===== src/rtl/led_breath_pwm.sv =====
module led_breath_pwm #(
  parameter int STEP_W = 8,
  parameter int INT_W  = 4,
  parameter int HOLD_W = 8
) (
  input  logic                clk,
  input  logic                rst_n,
  input  logic                tick,
  input  logic                run,
  input  logic [1:0]          size_sel,
  input  logic [7:0]          duty_min,
  input  logic [7:0]          duty_max,
  input  logic [HOLD_W-1:0]   hold_hi,
  input  logic [HOLD_W-1:0]   hold_lo,
  input  logic [8*STEP_W-1:0] step_tbl,
  input  logic [8*INT_W-1:0]  intv_tbl,
  input  logic                asym,
  output logic                led
);
  localparam int SW = 9;

  typedef enum logic [1:0] {RISE, HOLD_HI, FALL, HOLD_LO} phase_t;

  phase_t            ph;
  logic [7:0]        cnt, duty, top;
  logic [INT_W-1:0]  dly;
  logic [HOLD_W-1:0] hcnt;
  logic [2:0]        up3, seg;
  logic [STEP_W-1:0] step;
  logic [INT_W-1:0]  intv;
  logic [SW-1:0]     sum, floor_lim;
  logic              wrap, rise_hit, fall_hit;

  assign top  = (size_sel == 2'd0) ? 8'd255 : (size_sel == 2'd1) ? 8'd127 : 8'd63;
  assign wrap = tick && (cnt == top);
  assign led  = cnt < duty;

  always_comb begin
    case (size_sel)
      2'd0:    up3 = duty[7:5];
      2'd1:    up3 = duty[6:4];
      default: up3 = duty[5:3];
    endcase
  end

  assign seg       = asym ? {ph == FALL, up3[2:1]} : up3;
  assign step      = step_tbl[seg*STEP_W +: STEP_W];
  assign intv      = intv_tbl[seg*INT_W +: INT_W];
  assign sum       = SW'(duty) + SW'(step);
  assign floor_lim = SW'(duty_min) + SW'(step);
  assign rise_hit  = sum >= SW'(duty_max);
  assign fall_hit  = SW'(duty) <= floor_lim;

  always_ff @(posedge clk or negedge rst_n) begin
    if (!rst_n) begin
      cnt <= '0; duty <= '0; dly <= '0; hcnt <= '0; ph <= RISE;
    end else if (!run) begin
      cnt <= '0; duty <= '0; dly <= '0; hcnt <= '0; ph <= RISE;
    end else if (tick) begin
      cnt <= wrap ? 8'd0 : cnt + 8'd1;
      if (wrap) begin
        case (ph)
          RISE: begin
            if (dly != '0) dly <= dly - 1'b1;
            else begin
              dly <= intv;
              if (rise_hit) begin
                duty <= duty_max;
                if (hold_hi == '0) begin ph <= FALL; dly <= '0; end
                else begin ph <= HOLD_HI; hcnt <= hold_hi; end
              end else duty <= sum[7:0];
            end
          end
          HOLD_HI: begin
            hcnt <= hcnt - 1'b1;
            if (hcnt == 1) begin ph <= FALL; dly <= '0; end
          end
          FALL: begin
            if (dly != '0) dly <= dly - 1'b1;
            else begin
              dly <= intv;
              if (fall_hit) begin
                duty <= duty_min;
                if (hold_lo == '0) begin ph <= RISE; dly <= '0; end
                else begin ph <= HOLD_LO; hcnt <= hold_lo; end
              end else duty <= duty - step[7:0];
            end
          end
          default: begin
            hcnt <= hcnt - 1'b1;
            if (hcnt == 1) begin ph <= RISE; dly <= '0; end
          end
        endcase
      end
    end
  end

  AST_WRAP_TO_ZERO: assert property (@(posedge clk) disable iff (!rst_n)
    $past(wrap) |-> cnt == 8'd0);

  AST_IDLE_DARK: assert property (@(posedge clk) disable iff (!rst_n)
    !run |=> !led);

  AST_PEAK_CLAMP: assert property (@(posedge clk) disable iff (!rst_n)
    (ph == HOLD_HI && $past(ph) == RISE) |-> duty == $past(duty_max));

  AST_FLOOR_CLAMP: assert property (@(posedge clk) disable iff (!rst_n)
    (ph == HOLD_LO && $past(ph) == FALL) |-> duty == $past(duty_min));

  AST_DUTY_AT_WRAP: assert property (@(posedge clk) disable iff (!rst_n)
    (duty != $past(duty)) |-> $past(wrap || !run));
endmodule


===== config.mk =====
export PLATFORM = sky130hd
export DESIGN_NAME = led_breath_pwm
export DESIGN_NICKNAME = d
export VERILOG_FILES = /design/src/rtl/led_breath_pwm.sv
export SDC_FILE = /design/constraint.sdc
export NUM_CORES = 1
export LEC_CHECK = 0
export ABC_CLOCK_PERIOD_IN_PS = 7410
export BUFFER_PORTS_ARGS = -buffer_cell sky130_fd_sc_hd__clkbuf_2
export CAP_MARGIN = 20
export CORE_ASPECT_RATIO = 0.8
export CORE_MARGIN = 3
export CORE_UTILIZATION = 30
export DETAILED_ROUTE_END_ITERATION = 10
export GPL_TIMING_DRIVEN = 1
export PLACE_DENSITY = 0.55
export SLEW_MARGIN = 15
export SYNTH_ARGS = -nofsm -noshare
export SYNTH_HDL_FRONTEND = slang
export SYNTH_SLANG_ARGS = --single-unit

===== constraint.sdc =====
create_clock -name clk -period 7.41 [get_ports clk]
set_input_delay 0.741 -clock clk [delete_from_list [all_inputs] [get_ports clk]]
set_output_delay 0.741 -clock clk [all_outputs]
set_load 0.005 [all_outputs]

==> flow_summary.yaml, run 1 <==
floorplan:
  fp.dieW_um: 143
  ios: 136
  rows: 39
  core_um2: 14400
  die_h_um: 115
  start_util: 0.310
  die-area_um2: 16400
global_routing:
  grt_pass1_wl_um: 22700
  antenna_found_initial: 0
  gr-usage-all-layers: 0.173
  grt_max_degree: 31
  grt_pass1_vias: 4375
  gr-total-overflow: 0
worst_setup_path:
  crit_path_cell_trace: "clkbuf_2 -> mux2i_1 -> o21ai_1 -> a22o_2 -> mux2i_1 -> mux2i_1 -> mux2i_1 -> inv_1 -> ha_1 -> a21o_1 -> a21oi_1 -> o21bai_1 -> a21oi_1 -> o21ai_0 -> xnor2_1 -> ha_1 -> nor3_1 -> o211ai_1 -> o221ai_1 -> nor3_1 -> or3_1 -> or3_1 -> o221a_1"
  r2r-end: "hcnt[7]"
  path_max_fanout: 24
  reg2regPathDepth: 22
  crit_slowest_cell: "a22o_2"
  rr_startpoint: "duty[6]"
  critPathLaunchType: "primary input"
  cp_slowest_stage_delay_ns: 0.59
  r2r_setup_slack_ns: 1.34
  cp.arrival_ns: 6.24
  path_common_cell: "mux2i_1"
  required_ns: 7.57
  endpoint_kind: "flip-flop"
  worstSetupPathType: "primary input to flip-flop"
synthesis:
  synth_top_family_by_area: "compound AO/OA/AOI/OAI gates"
  synth_cell_types: 63
  synthCells: 553
  synth_area_um2: 4480
  synthAdderAreaFrac: 0.161
  ys_ff_latch: 30
  synth_compound_area_frac: 0.222
  yosys.area.top_type_share: 0.168
  synthArstFlopShare: 1.00
  yosys.area_share.xor_xnor: 0.0391
  ys_seq_area_frac: 0.168
  yosys-top-cells-area: "dfrtp_1, mux2i_1, ha_1, nand2_1, a21oi_1"
  syn_avg_cell_area_um2: 8.10
  synth_edf_count: 0
  synth_simple_gate_area_frac: 0.170
  yosysMostFrequentCell: "mux2i_1"
  syn-num-nets: 744
  ys_top_cells_by_count: "mux2i_1, ha_1, nand2_1"
  synth_top_area_cell: "dfrtp_1"
  synthMuxAreaShare: 0.175
  yosysWarningCount: 0
  ys.flop_type: "dfrtp_1"
finish:
  final_nets: 861
  postLayoutCellArea_um2: 5470
  layout-drive-gt1-share: 0.240
  n_antenna_cell: 0
  syn_to_final_growth_pct: 22.1
route:
  drtIter0Drc: 335
  drc: 0
  routed_wl_um: 14900
  via_per_inst: 5.42
  vias: 4636
  drtPass1Iterations: 6
  antenna_left: 0
  routedWlPerCell_um: 17.4
clock_network:
  h-tree-depth: 2
  cts_resized: 0
  hold_buffers: 0
  cts_made_buffers: 5
  clk_latency_ns: 0.28
  cts_tree: "done"
  root_buffer: "clkbuf_16"
  cts.path.max_buffers: 2
  cts.sinks: 30
  postCtsSetupRepairBufs: 0
  clk_pin_slew_worst_paths_ns: 0.05
pwr:
  leakage_nw: 2.58
  power.density_nw_per_um2: 130
  peakVddDrop_mv: 0.0754
  power_uw: 714
place:
  io_buffer_count: 135
  place_ws_ns: 1.02
  dp_hpwl_um: 12300
  gp_congestion: 0.951
  placed_area_um2: 5270
min_path:
  holdPathStages: 2
  hp-class: "flip-flop to flip-flop"
  hp-start: "dly[3]"
  min_to: "dly[3]"
timing:
  period_needed_ns: 6.08
  tns_ns: 0
  timing.final.crit_share: 0.821
  tightest_slew_ns: 0.986
  finalHoldViolations: 0
  slew_headroom: 0.340
  drv_slew: 0
  timing.fmax_ghz: 0.164
  worst_clock_skew_ns: 0.00530
  rsz0062_at_grt: "no"
  setup_viol: 0
  worst_slack_ns: 1.33
run_status:
  status: "complete, no violations"
flow_run:
  drv_cap: 0
[layer usage]
layer | vias to the layer above | part of all wire | GRT usage
met5 | - | 0 | 0
met4 | 0 | 0.016 | 0.0399
met3 | 19 | 0.078 | 0.0416
met2 | 177 | 0.42 | 0.258
met1 | 2176 | 0.49 | 0.251
li1 | 2264 | - | -
[worst max-delay path, delay by kind of cell]
| kind | cells | cell delay (ns) |
|---|---|---|
| AOI/OAI and AO/OA | 10 | 2.30 |
| xor gates and xnor gates | 1 | 0.15 |
| adders and majority gates | 2 | 0.52 |
| buffers and inverters | 2 | 0.33 |
| muxes | 4 | 0.94 |
| and+or+nand+nor | 4 | 1.22 |
[state kept, by name, indices dropped and copies added (netlist names)]
name	cells
hcnt	8
ph	2
cnt	8
duty	8
dly	4
[how the worst max path moves through the flow]
stage	startpoint	to	slack, ns
4_1_cts	size_sel[0]	hcnt[7]	1.29
6_report	size_sel[0]	hcnt[7]	1.33
3_3_place_gp	size_sel[0]	hcnt[7]	1.30
5_1_grt	size_sel[0]	hcnt[5]	0.80
2_1_floorplan	size_sel[0]	hcnt[5]	1.65
3_5_place_dp	size_sel[0]	hcnt[2]	1.02
[report_power, final]
group	internal [mW]	switching, mW
registers	0.167	0.00700
logic	0.118	0.142
clock network	0.202	0.0769
[stage by stage]
step,hold slack [ns],instances,util
finish,0.543,855,0.379
CTS,0.541,855,0.379
detailed placement,0.529,847,0.365
floorplan,0.445,553,-
global route,0.577,855,0.379
global placement,0.526,847,0.365
[kinds of logic after synthesis]
| logic type | count (synthesis) |
|---|---|
| AOI/OAI and AO/OA | 144 |
| xor gates and xnor gates | 20 |
| adders and majority gates | 56 |
| buffers and inverters | 69 |
| DFF | 30 |
| muxes | 75 |
| and+or+nand+nor | 159 |
[placed cells by master (no fill, tap or decap), types with 3 or more instances in the layout]
master,count
xor2_1,7
o21bai_1,9
nor3_1,12
nor3b_1,3
or4_1,3
o21a_1,5
o211ai_1,8
o221ai_1,7
a211o_1,6
a21oi_1,31
a221oi_1,7
inv_1,40
mux2i_1,67
a211oi_1,4
nand2b_1,5
fa_1,3
nand4_1,5
nor2_1,38
a21o_1,6
o221a_1,3
nand3_1,11
ha_1,53
o21ai_1,3
o31a_1,3
or3_1,7
o211a_1,3
o21ai_0,30
mux2_2,6
nand2_1,53
clkbuf_2,135
nor2b_1,5
dfrtp_1,30
clkbuf_16,5
xnor2_1,13
nor4_1,8
[final cells by class]
type                            instances  area, µm²
Fill cell                            1466       8970
Multi-Input combinational cell        454       3440
Sequential cell                        30        751
Timing Repair Buffer                  137        691
Tap cell                              184        230
Inverter                               42        158
Clock buffer                            6        139
Clock inverter                          2       60.1
Note: power is estimated with default switching activity, not from simulation.
==> run 2: changes to the inputs <==
--- a/config.mk
+++ b/config.mk
@@ -5,7 +5,7 @@
 export SDC_FILE = /design/constraint.sdc
 export NUM_CORES = 1
 export LEC_CHECK = 0
-export ABC_CLOCK_PERIOD_IN_PS = 7410
+export ABC_CLOCK_PERIOD_IN_PS = 5150
 export BUFFER_PORTS_ARGS = -buffer_cell sky130_fd_sc_hd__clkbuf_2
 export CAP_MARGIN = 20
 export CORE_ASPECT_RATIO = 0.8
@@ -13,7 +13,7 @@
 export CORE_UTILIZATION = 30
 export DETAILED_ROUTE_END_ITERATION = 10
 export GPL_TIMING_DRIVEN = 1
-export PLACE_DENSITY = 0.55
+export PLACE_DENSITY = 0.57
 export SLEW_MARGIN = 15
 export SYNTH_ARGS = -nofsm -noshare
 export SYNTH_HDL_FRONTEND = slang
==> constraint.sdc (replaced) <==
create_clock -name clk -period 5.15 [get_ports clk]
set_input_delay 0.515 -clock clk [delete_from_list [all_inputs] [get_ports clk]]
set_output_delay 0.515 -clock clk [all_outputs]
set_load 0.005 [all_outputs]
==> run 2 against run 1 <==
Effect of this change: first-iteration DRC count is 13% lower; critical path type is now flip-flop to flip-flop; worst hold slack worse by 0.23 ns; flip-flop and latch count stayed put.
==> flow_summary.yaml, run 2 (same netlist as run 1, synthesis figures left out) <==
finish:
  n_antenna_cell: 0
  mostFrequentLayoutCells: "clkbuf_2, mux2i_1, buf_4"
  final_nets: 925
  final_common_cell: "clkbuf_2"
  syn_to_final_growth_pct: 38.5
  regArea_um2: 752
  nFillCells: 1415
  postLayoutCellArea_um2: 6200
  final_core_util: 0.429
  final-instance-count-excl-fill: 919
  top_regs: "cnt (8), duty (8), hcnt (8)"
  multiInputGateArea_um2: 3640
  layout-drive-gt1-share: 0.359
worst_setup_path:
  path_common_cell: "mux2i_1"
  r2r_setup_slack_ns: 0.18
  cp.arrival_ns: 5.13
  endpoint_kind: "flip-flop"
  cp_slowest_stage_delay_ns: 0.41
  critPathLaunchType: "flip-flop"
  crit_path_cell_trace: "mux2i_1 -> o21ai_2 -> a22o_4 -> buf_6 -> clkbuf_16 -> buf_12 -> mux2i_1 -> mux2i_1 -> mux2i_1 -> inv_1 -> ha_1 -> o21a_1 -> o31a_1 -> o21ai_1 -> nand2b_1 -> xnor2_2 -> ha_1 -> a22oi_2 -> o211ai_1 -> o221ai_2 -> nor3_2 -> or3_4 -> or3_4 -> o221a_1"
  crit_family: "compound AO/OA/AOI/OAI gates"
  rr_startpoint: "duty[6]"
  reg2regPathDepth: 24
  worstSetupPathType: "flip-flop to flip-flop"
  path_buf_inv: 4
  r2r-end: "hcnt[2]"
  crit_start: "duty[6]"
  crit_slowest_cell: "dfrtp_1"
  path_max_fanout: 10
  required_ns: 5.31
floorplan:
  die_h_um: 115
  ios: 136
  start_util: 0.310
  die-area_um2: 16400
  core_um2: 14400
  fp.dieW_um: 143
  rows: 39
pwr:
  power.density_nw_per_um2: 162
  leakage_nw: 2.93
  peakVddDrop_mv: 0.127
clock_network:
  cts.sinks: 30
  h-tree-depth: 2
  clk_pin_slew_worst_paths_ns: 0.05
  cts.path.max_buffers: 2
  root_buffer: "clkbuf_16"
  clk_latency_ns: 0.28
  hold_buffers: 0
  cts_tree: "done"
  cts_made_buffers: 5
timing:
  finalHoldViolations: 0
  worst_clock_skew_ns: 0.00517
  period_needed_ns: 4.97
  timing.final.crit_share: 0.965
  timing.fmax_ghz: 0.201
  drv_slew: 0
  worst_slack_ns: 0.178
  tightest_slew_ns: 0.867
  rsz0062_at_grt: "yes"
  whs_ns: 0.316
  slew_headroom: 0.420
  setup_viol: 0
global_routing:
  gr-total-overflow: 0
  antenna_found_initial: 0
  gr-usage-all-layers: 0.174
  grt_max_degree: 31
  grt_pass1_wl_um: 23200
  grt_pass1_vias: 4661
route:
  routedWlPerCell_um: 16.7
  drtPass1Iterations: 4
  via_per_inst: 5.27
  routed_wl_um: 15400
  drtIter0Drc: 291
  antenna_left: 0
  vias: 4846
  drc: 0
place:
  gp_congestion: 0.964
  io_buffer_count: 135
  dp_cells: 895
  placed_area_um2: 5690
  dp_hpwl_um: 12500
  place_ws_ns: -0.337
min_path:
  hp-class: "primary input to async pin"
run_status:
  status: "complete, no violations"
flow_run:
  drv_cap: 0
run 2: area by class of cell:
class | count | share of cell area
Tap cell | 184 | 0.0371
Multi-Input combinational cell | 454 | 0.587
Clock inverter | 2 | 0.00202
Sequential cell | 30 | 0.121
Inverter | 42 | 0.0254
Timing Repair Buffer | 201 | 0.205
Clock buffer | 6 | 0.0224
run 2: worst max-delay path by stage:
stage | end | cells after the start
2_1_floorplan | hcnt[5] | 26
3_3_place_gp | hcnt[3] | 24
3_5_place_dp | hcnt[2] | 24
4_1_cts | hcnt[5] | 23
5_1_grt | hcnt[1] | 27
6_report | hcnt[2] | 24
run 2: metrics by stage:
| stage | power [mW] | setup TNS [ns] |
|---|---|---|
| 2_1_floorplan | 0.506 | 0 |
| 3_3_place_gp | 0.661 | -1.04 |
| 3_5_place_dp | 0.669 | -3.69 |
| 4_1_cts | 0.971 | 0 |
| 5_1_grt | 1.07 | -0.283 |
| 6_report | 1.00 | 0 |
run 2: per-layer routing:
layer / vias up / track usage / part of all wire
met2: 160 / 0.271 / 0.44
met3: 18 / 0.0353 / 0.066
met1: 2280 / 0.252 / 0.48
met5: - / 0 / 0
met4: 0 / 0.0310 / 0.010
li1: 2388 / - / -
run 2: what timing repair did:
action / in CTS / in global routing
gates cloned: 0 / 3
buffers inserted: 1 / 12
resized for setup: 2 / 45
setup endpoints to repair: 6 / 22
pin swaps: 0 / 21
run 2: power breakdown:
part | internal, mW | switching (mW) | total [mW]
Clock | 0.191 | 0.103 | 0.294
Combinational | 0.230 | 0.229 | 0.459
Sequential | 0.241 | 0.0100 | 0.251
Total | 0.662 | 0.342 | 1.00
==> run 3: changes to the inputs <==
--- a/config.mk
+++ b/config.mk
@@ -5,7 +5,7 @@
 export SDC_FILE = /design/constraint.sdc
 export NUM_CORES = 1
 export LEC_CHECK = 0
-export ABC_CLOCK_PERIOD_IN_PS = 5150
+export ABC_CLOCK_PERIOD_IN_PS = 6400
 export BUFFER_PORTS_ARGS = -buffer_cell sky130_fd_sc_hd__clkbuf_2
 export CAP_MARGIN = 20
 export CORE_ASPECT_RATIO = 0.8
@@ -13,7 +13,7 @@
 export CORE_UTILIZATION = 30
 export DETAILED_ROUTE_END_ITERATION = 10
 export GPL_TIMING_DRIVEN = 1
-export PLACE_DENSITY = 0.57
+export PLACE_DENSITY = 0.55
 export SLEW_MARGIN = 15
 export SYNTH_ARGS = -nofsm -noshare
 export SYNTH_HDL_FRONTEND = slang
==> constraint.sdc (replaced) <==
create_clock -name clk -period 6.4 [get_ports clk]
set_input_delay 0.64 -clock clk [delete_from_list [all_inputs] [get_ports clk]]
set_output_delay 0.64 -clock clk [all_outputs]
set_load 0.005 [all_outputs]
==> run 3 against run 2 <==
Effect of this change: clock skew is 0.0023 ns lower; critical path depth stayed put; via count shrank 4.8%; flip-flop and latch count unchanged; clock-buffer cell count unchanged; combinational power down 34%; final area decreased by 11%; maximum frequency shrank 13%; global-route usage decreased by 0.13 points; largest cell class unchanged; largest power group is now the clock network.
==> flow_summary.yaml, run 3 (same netlist as run 1, synthesis figures left out) <==
worst_setup_path:
  r2r-end: "hcnt[5]"
  rr_startpoint: "duty[4]"
  critPathLaunchType: "flip-flop"
  path_common_cell: "o21ai_0"
  path_max_fanout: 23
  cp.arrival_ns: 5.91
  r2r_setup_slack_ns: 0.65
  crit_path_cell_trace: "inv_1 -> a21oi_1 -> a22o_2 -> nor2_1 -> nor2_1 -> o21ai_0 -> o21ai_0 -> buf_4 -> ha_1 -> inv_1 -> fa_1 -> nor2b_1 -> o31a_1 -> o21ai_0 -> nand2b_1 -> xnor2_1 -> ha_1 -> a22oi_1 -> o211ai_1 -> o221ai_1 -> nor3_1 -> or3_1 -> or4_1 -> o211a_1"
  required_ns: 6.56
  cp_slowest_stage_delay_ns: 0.57
  reg2regPathDepth: 24
  endpoint_kind: "flip-flop"
  path_buf_inv: 3
  crit_family: "compound AO/OA/AOI/OAI gates"
  worstSetupPathType: "flip-flop to flip-flop"
  crit_slowest_cell: "dfrtp_1"
floorplan:
  die_h_um: 115
  start_util: 0.310
  rows: 39
  fp.dieW_um: 143
  core_um2: 14400
  ios: 136
  die-area_um2: 16400
route:
  vias: 4613
  drtPass1Iterations: 6
  antenna_left: 0
  via_per_inst: 5.36
  drc: 0
  routedWlPerCell_um: 17.0
  drtIter0Drc: 354
  routed_wl_um: 14600
clock_network:
  cts.path.max_buffers: 2
  cts.sinks: 30
  hold_buffers: 0
  cts_tree: "done"
  h-tree-depth: 2
  root_buffer: "clkbuf_16"
  postCtsSetupRepairBufs: 0
  cts_made_buffers: 5
  clk_latency_ns: 0.28
  cts_resized: 0
  clk_pin_slew_worst_paths_ns: 0.05
flow_run:
  drv_cap: 0
pwr:
  leakage_nw: 2.61
  power_uw: 826
  power.density_nw_per_um2: 150
  peakVddDrop_mv: 0.124
finish:
  syn_to_final_growth_pct: 23.1
  nFillCells: 1503
  mostFrequentLayoutCells: "clkbuf_2, mux2i_1, nand2_1, ha_1, inv_1"
  final_common_cell: "clkbuf_2"
  regArea_um2: 751
  final-instance-count-excl-fill: 861
  final_nets: 867
  multiInputGateArea_um2: 3440
  n_antenna_cell: 0
  layout-drive-gt1-share: 0.247
  top_regs: "cnt (8), duty (8), hcnt (8)"
timing:
  setup_viol: 0
  rsz0062_at_grt: "no"
  worst_clock_skew_ns: 0.00286
  finalHoldViolations: 0
  period_needed_ns: 5.75
  timing.final.crit_share: 0.898
  drv_slew: 0
  whs_ns: 0.440
  worst_slack_ns: 0.654
  timing.fmax_ghz: 0.174
  slew_headroom: 0.359
  tightest_slew_ns: 0.959
  tns_ns: 0
min_path:
  hp-class: "primary input to async pin"
place:
  io_buffer_count: 135
  place_ws_ns: 0.428
  gp_congestion: 0.869
  dp_hpwl_um: 12000
  dp_cells: 853
global_routing:
  gr-total-overflow: 0
  gr-usage-all-layers: 0.173
  grt_pass1_vias: 4476
  grt_max_degree: 31
  grt_pass1_wl_um: 22900
  antenna_found_initial: 0
run_status:
  status: "complete, no violations"
## run 3: changes by cell type in the layout (fill, tap and decap cells not counted), sizes merged
cell	before	now
clkinv	3	2
clkinvlp	1	0
clkbuf	143	141
buf	64	8
bufinv	0	2
## run 3: power breakdown
part | internal (mW) | switching (mW)
registers | 0.194 | 0.00889
clock network | 0.234 | 0.0882
logic | 0.139 | 0.163
## run 3: worst max-delay path by stage
stage,to,start,depth (start not counted),slack [ns]
2_1_floorplan,hcnt[5],size_sel[0],26,0.74
3_3_place_gp,hcnt[5],size_sel[0],24,0.55
3_5_place_dp,hcnt[7],size_sel[0],25,0.43
4_1_cts,hcnt[5],duty[6],24,0.65
5_1_grt,hcnt[5],duty[4],24,0.02
6_report,hcnt[5],duty[4],24,0.65
## run 3: cell type report
type | instances | area share
timing repair buffer | 143 | 0.133
multi-input combinational | 454 | 0.624
clock buffer | 6 | 0.0252
inverter | 42 | 0.0286
clock inverter | 2 | 0.0109
tap | 184 | 0.0417
sequential | 30 | 0.136
## run 3: layer usage
layer  up-vias  GRT usage  wire length (µm)
met3        19     0.0262              1140
met4         0     0.0247               170
li1       2271          -                 -
met5         -          0                 0
met1      2138      0.253              6990
met2       185      0.275              6330
## run 3: per-stage QoR
step	utilization	cell area [µm²]
finish	0.382	5520
global placement	0.368	5320
floorplan	-	4480
CTS	0.382	5520
detailed placement	0.368	5320
global route	0.382	5520
